===== src/rtl/csq_pkg.sv =====
package csq_pkg;
   typedef enum logic [1:0] {
      SEL_ZERO   = 2'd0,
      SEL_BYPASS = 2'd1,
      SEL_QUEUE  = 2'd2
   } csq_sel_e;
endpackage


===== src/rtl/csq_cpa.sv =====
// Carry-propagate resolution of a carry-save pair: sum + (carry << 1) mod 2^W.
module csq_cpa #(
   parameter int W     = 16,
   parameter int STYLE = 0   // 0: operator adder, 1: explicit ripple chain
) (
   input  logic [W-1:0] sum_i,
   input  logic [W-1:0] carry_i,
   output logic [W-1:0] value_o
);
   logic [W-1:0] addend;
   assign addend = {carry_i[W-2:0], 1'b0};

   if (STYLE == 0) begin : g_op
      assign value_o = sum_i + addend;
   end else begin : g_ripple
      logic [W:0] cy;
      assign cy[0] = 1'b0;
      for (genvar i = 0; i < W; i++) begin : g_bit
         assign value_o[i] = sum_i[i] ^ addend[i] ^ cy[i];
         assign cy[i+1]    = (sum_i[i] & addend[i]) | (cy[i] & (sum_i[i] ^ addend[i]));
      end
      logic unused_cy;
      assign unused_cy = cy[W];
   end
endmodule


===== src/rtl/csq_fifo.sv =====
// Single-clock FIFO of nonredundant words, any depth >= 2.
module csq_fifo #(
   parameter int W     = 16,
   parameter int DEPTH = 4
) (
   input  logic         clk,
   input  logic         rst_n,
   input  logic         push,
   input  logic         pop,
   input  logic [W-1:0] wdata,
   output logic [W-1:0] head,
   output logic         full,
   output logic         empty
);
   localparam int PW = (DEPTH > 1) ? $clog2(DEPTH) : 1;
   localparam int CW = $clog2(DEPTH + 1);
   localparam logic [PW-1:0] LAST = PW'(DEPTH - 1);
   localparam logic [CW-1:0] FULLC = CW'(DEPTH);

   logic [W-1:0]  mem [DEPTH];
   logic [PW-1:0] wr_ptr, rd_ptr;
   logic [CW-1:0] count;

   always_ff @(posedge clk or negedge rst_n) begin
      if (!rst_n) begin
         wr_ptr <= '0;
         rd_ptr <= '0;
         count  <= '0;
      end else begin
         if (push) wr_ptr <= (wr_ptr == LAST) ? '0 : wr_ptr + 1'b1;
         if (pop)  rd_ptr <= (rd_ptr == LAST) ? '0 : rd_ptr + 1'b1;
         if (push && !pop)      count <= count + 1'b1;
         else if (pop && !push) count <= count - 1'b1;
      end
   end

   for (genvar e = 0; e < DEPTH; e++) begin : g_slot
      always_ff @(posedge clk) begin
         if (push && wr_ptr == PW'(e)) mem[e] <= wdata;
      end
   end

   assign head  = mem[rd_ptr];
   assign full  = (count == FULLC);
   assign empty = (count == '0);
endmodule


===== src/rtl/csq_result_path.sv =====
module csq_result_path
   import csq_pkg::*;
#(
   parameter int W         = 16,
   parameter int DEPTH     = 4,
   parameter int CPA_STYLE = 0
) (
   input  logic         clk,
   input  logic         rst_n,
   input  logic         in_valid,
   input  logic [W-1:0] in_sum,
   input  logic [W-1:0] in_carry,
   input  logic         cons_busy,
   output logic         out_valid,
   output logic [W-1:0] out_sum,
   output logic [W-1:0] out_carry,
   output logic [W-1:0] out_bin,
   output logic         fifo_full,
   output logic         fifo_empty,
   output logic         ovf_err
);
   if (W < 2) begin : g_bad_w
      $error("csq_result_path: W must be at least 2");
   end
   if (DEPTH < 2) begin : g_bad_depth
      $error("csq_result_path: DEPTH must be at least 2");
   end
   if (CPA_STYLE != 0 && CPA_STYLE != 1) begin : g_bad_style
      $error("csq_result_path: CPA_STYLE must be 0 or 1");
   end

   logic [W-1:0] resolved;
   logic [W-1:0] head;
   logic         push, pop, drop;
   csq_sel_e     sel;

   csq_cpa #(.W(W), .STYLE(CPA_STYLE)) u_cpa (
      .sum_i   (in_sum),
      .carry_i (in_carry),
      .value_o (resolved)
   );

   csq_fifo #(.W(W), .DEPTH(DEPTH)) u_fifo (
      .clk   (clk),
      .rst_n (rst_n),
      .push  (push),
      .pop   (pop),
      .wdata (resolved),
      .head  (head),
      .full  (fifo_full),
      .empty (fifo_empty)
   );

   // Queue drains first; bypass only when nothing is waiting.
   always_comb begin
      pop  = !cons_busy && !fifo_empty;
      sel  = SEL_ZERO;
      if (pop)                            sel = SEL_QUEUE;
      else if (!cons_busy && in_valid)    sel = SEL_BYPASS;
      push = in_valid && (sel != SEL_BYPASS) && (!fifo_full || pop);
      drop = in_valid && cons_busy && fifo_full;
   end

   always_comb begin
      out_valid = 1'b0;
      out_sum   = '0;
      out_carry = '0;
      out_bin   = '0;
      case (sel)
         SEL_BYPASS: begin
            out_valid = 1'b1;
            out_sum   = in_sum;
            out_carry = in_carry;
            out_bin   = resolved;
         end
         SEL_QUEUE: begin
            out_valid = 1'b1;
            out_sum   = head;
            out_bin   = head;
         end
         default: ;
      endcase
   end

   always_ff @(posedge clk or negedge rst_n) begin
      if (!rst_n)    ovf_err <= 1'b0;
      else if (drop) ovf_err <= 1'b1;
   end
endmodule


===== config.mk =====
export PLATFORM = sky130hd
export DESIGN_NAME = csq_result_path
export DESIGN_NICKNAME = d
export VERILOG_FILES = /design/src/rtl/csq_pkg.sv /design/src/rtl/csq_cpa.sv /design/src/rtl/csq_fifo.sv /design/src/rtl/csq_result_path.sv
export SDC_FILE = /design/constraint.sdc
export NUM_CORES = 1
export LEC_CHECK = 0
export CAP_MARGIN = 20
export CORE_ASPECT_RATIO = 0.6
export CORE_MARGIN = 3
export CORE_UTILIZATION = 52
export CTS_BUF_LIST = sky130_fd_sc_hd__clkbuf_4
export CTS_CLUSTER_DIAMETER = 60
export CTS_CLUSTER_SIZE = 28
export DETAILED_ROUTE_END_ITERATION = 10
export PLACE_DENSITY_LB_ADDON = 0.12
export SYNTH_ARGS = -nofsm -noshare
export SYNTH_HDL_FRONTEND = slang
export SYNTH_HIERARCHICAL = 1
export SYNTH_SLANG_ARGS = --single-unit

===== constraint.sdc =====
create_clock -name clk -period 4.97 [get_ports clk]
set_clock_uncertainty 0.05 [all_clocks]
set_input_delay 0.994 -clock clk [delete_from_list [all_inputs] [get_ports clk]]
set_output_delay 0.994 -clock clk [all_outputs]
set_load 0.05 [all_outputs]

==> metrics.md <==
| Metric | Value |
|---|---|
| Synth async-reset ratio | `11.1%` |
| DRT iter0 DRCs | `273` |
| Buf/Inv on CP | `2` |
| Clock buffer depth | `2` |
| Status | `finished clean` |
| Post-CTS setup buffers | `0` |
| H-Tree Depth | `3` |
| Dpl hpwl | `6830 um` |
| Pre-Repair DR Iteration Count | `4` |
| Post-synth EDFFs | `64` |
| Setup crit end kind | `output port` |
| Post-Route WL | `9720 um` |
| Sequential element share of the synthesized area | `51.9%` |
| CTS Sinks | `72` |
| Max-slew headroom | `36.0%` |
| Syn_nets | `378` |
| Synth Register Bits | `72` |
| Placer Congestion | `0.822` |
| CP Data Arrival Time | `3.72 ns` |
| DR vias/cell | `5.69` |
| Via count | `2,911` |
| CP max FO | `5` |
| Worst vdd ir | `0.255 mV` |
| Crit path max-delay family | `compound AO/OA/AOI/OAI gates` |
| Final hold vios | `0` |
| Core box area | `7450 um2` |
| Required @ worst endpoint | `3.93 ns` |
| Total power | `0.00288 W` |
| ANT nets after route | `0` |
| Share of cells above drive strength 1 | `19.6%` |
| PD cells | `556 nW/um2` |
| Synth Flop Type | `edfxtp_1` |
| Worst path most repeated cell | `a21oi_2` |
| Initial antenna violation count | `0` |
| ANT cells | `0` |
| Slowest-stage cell, CP | `clkdlybuf4s50_1` |
| Port Buffers | `87` |
| Largest net degree at the start of global routing | `54` |
| Leak | `1.90 nW` |
| Initial Utilization | `54.9%` |
| Max Cap Viol | `0` |
| Startpoint Class | `input port` |
| CTS Buf Count | `9` |
| CTS root buf | `clkbuf_4` |
| Mapped Area | `4090 um2` |
| Global Route Usage Sum | `22.8%` |
| Area of the die | `8990 um2` |
| Critical path class | `input port to output port` |
| Worst Hold Class | `register to register` |
| Syn Area/Cell | `12.8 um2` |
| DRC Markers | `0` |
| Leading cell types in the layout, fill and taps excluded | `64 x edfxtp_1, 59 x clkdlybuf4s50_1, 39 x a21oi_1` |
| TritonCTS clock tree | `yes` |
| Chip Width | `120 um` |
| Commonest non-fill, non-tap cell in the layout | `edfxtp_1` |
| Ys Warns | `6` |
| CP cell instances | `clkdlybuf4s50_1 > ha_1 > fa_1 > a21oi_1 > o221a_4 > o21a_1 > o211ai_2 > a21oi_2 > xnor2_2 > nand3_1 > a21oi_2 > buf_12` |
| Routed wire per std cell | `19.0 um` |
| # IOs | `88` |
| Vias in the first global route | `2,905` |
| GRT overflow | `0` |
| Nets@finish | `461` |
| Measured slew at the worst slew-check pin | `0.960 ns` |
| Max incr delay on CP | `0.43 ns` |
| Clock latency on the worst-skew pair | `0.42 ns` |
| Fin crit share | `95.8%` |
| # setup viols final | `0` |
| RSZ-0062 raised after global routing | `no` |
| Tmin final | `4.76 ns` |
| Post-Synthesis Cells | `320` |
| Netlist cell types | `41` |
| Slew Viols, Final | `0` |
| Die H | `74.7 um` |
| First-pass GRT wire length | `15,400 um` |
| Row count | `24` |
| Area delta synth->final | `26.9%` |
| Register clock-pin slew on the reported worst setup and hold paths | `0.12 ns` |
| Final setup TNS | `0 ns` |
| Fmax | `0.210 GHz` |
[stage by stage]
stage / utilization [%] / instance area [um2] / cells / setup WS (ns) / hold slack, ns
2_1_floorplan: - / 4090 / 320 / 0.394 / 0.406
3_3_place_gp: 67.9 / 5050 / 496 / 0.152 / 0.410
3_5_place_dp: 67.9 / 5050 / 496 / 0.0995 / 0.411
4_1_cts: 69.4 / 5170 / 512 / 0.0971 / 0.444
5_1_grt: 69.6 / 5180 / 512 / 0.0170 / 0.455
6_report: 69.6 / 5180 / 512 / 0.209 / 0.437
[layout make-up]
class	count	area (um2)
multi-input combinational	219	1820
sequential	72	2120
tap	104	130
fill	576	2260
clock inverter	7	46.3
clock buffer	9	67.6
inverter	9	33.8
timing repair buffer	92	963
[timing repair]
action                                 in CTS  in global routing
endpoints found under the hold margin       0                  0
setup endpoints to repair                   0                  2
hold buffers                                0                  0
gates resized for setup                     0                  3
[metal layers]
metal / vias up / track usage, % / part of all wire [%]
li1: 1374 / - / -
met3: 9 / 5.48 / 6.8
met5: - / 0 / 0
met4: 0 / 5.78 / 1.1
met1: 1408 / 32.3 / 45
met2: 120 / 36.6 / 47
[worst paths after layout]
path	startpoint	end	slack (ns)	depth (start not counted)
setup / recovery	in_sum[1]	out_bin[15]	0.21	12
hold / removal	ovf_err$_DFFE_PN0P_	ovf_err$_DFFE_PN0P_	0.44	1
setup reg to reg	u_fifo/count[0]$_DFFE_PN0P_	u_fifo/count[1]$_DFFE_PN0P_	2.32	8
hold reg to reg	ovf_err$_DFFE_PN0P_	ovf_err$_DFFE_PN0P_	0.44	1
max in group asynchronous	rst_n	u_fifo/rd_ptr[1]$_DFFE_PN0P_	3.80	1
min in group asynchronous	rst_n	u_fifo/count[0]$_DFFE_PN0P_	0.79	1
[flip-flops by register name, indices dropped and copies added (netlist names)]
register       count
ovf_err            1
u_fifo/count       3
u_fifo/mem        64
u_fifo/rd_ptr      2
u_fifo/wr_ptr      2
[where the power goes]
| part | internal [W] | total, W | switching (W) |
|---|---|---|---|
| clock | 0.000102 | 0.000316 | 0.000214 |
| sequential | 0.000840 | 0.000917 | 0.0000774 |
| combinational | 0.000646 | 0.00165 | 0.00100 |
[cells in the mapped netlist, drive strengths merged, types with 3 or more instances]
cell type  number  area [um2]
edfxtp         64        1920
a21oi          43         223
nand3          38         190
and2           20         150
ha             20         250
nand2b         17         106
mux4           16         390
buf            15         111
nor2           10        37.5
xnor2          10        87.6
inv             9        33.8
nand2           9        33.8
dfrtp           8         200
xor2            7        61.3
clkbuf          5        18.8
o21ai           4        20.0
mux2            3        33.8
[logic make-up (layout without fill, tap and decap cells)]
family	Yosys count	count (layout)	synth area share [%]
AOI/OAI and AO/OA	62	62	9.37
and+or+nand+nor	99	99	13.5
muxes	19	19	10.4
DFF	72	72	51.9
adders and majority gates	22	22	7.11
xor gates and xnor gates	17	17	3.64
buffers and inverters	29	117	4.01
Note: power is estimated with default switching activity, not from simulation.
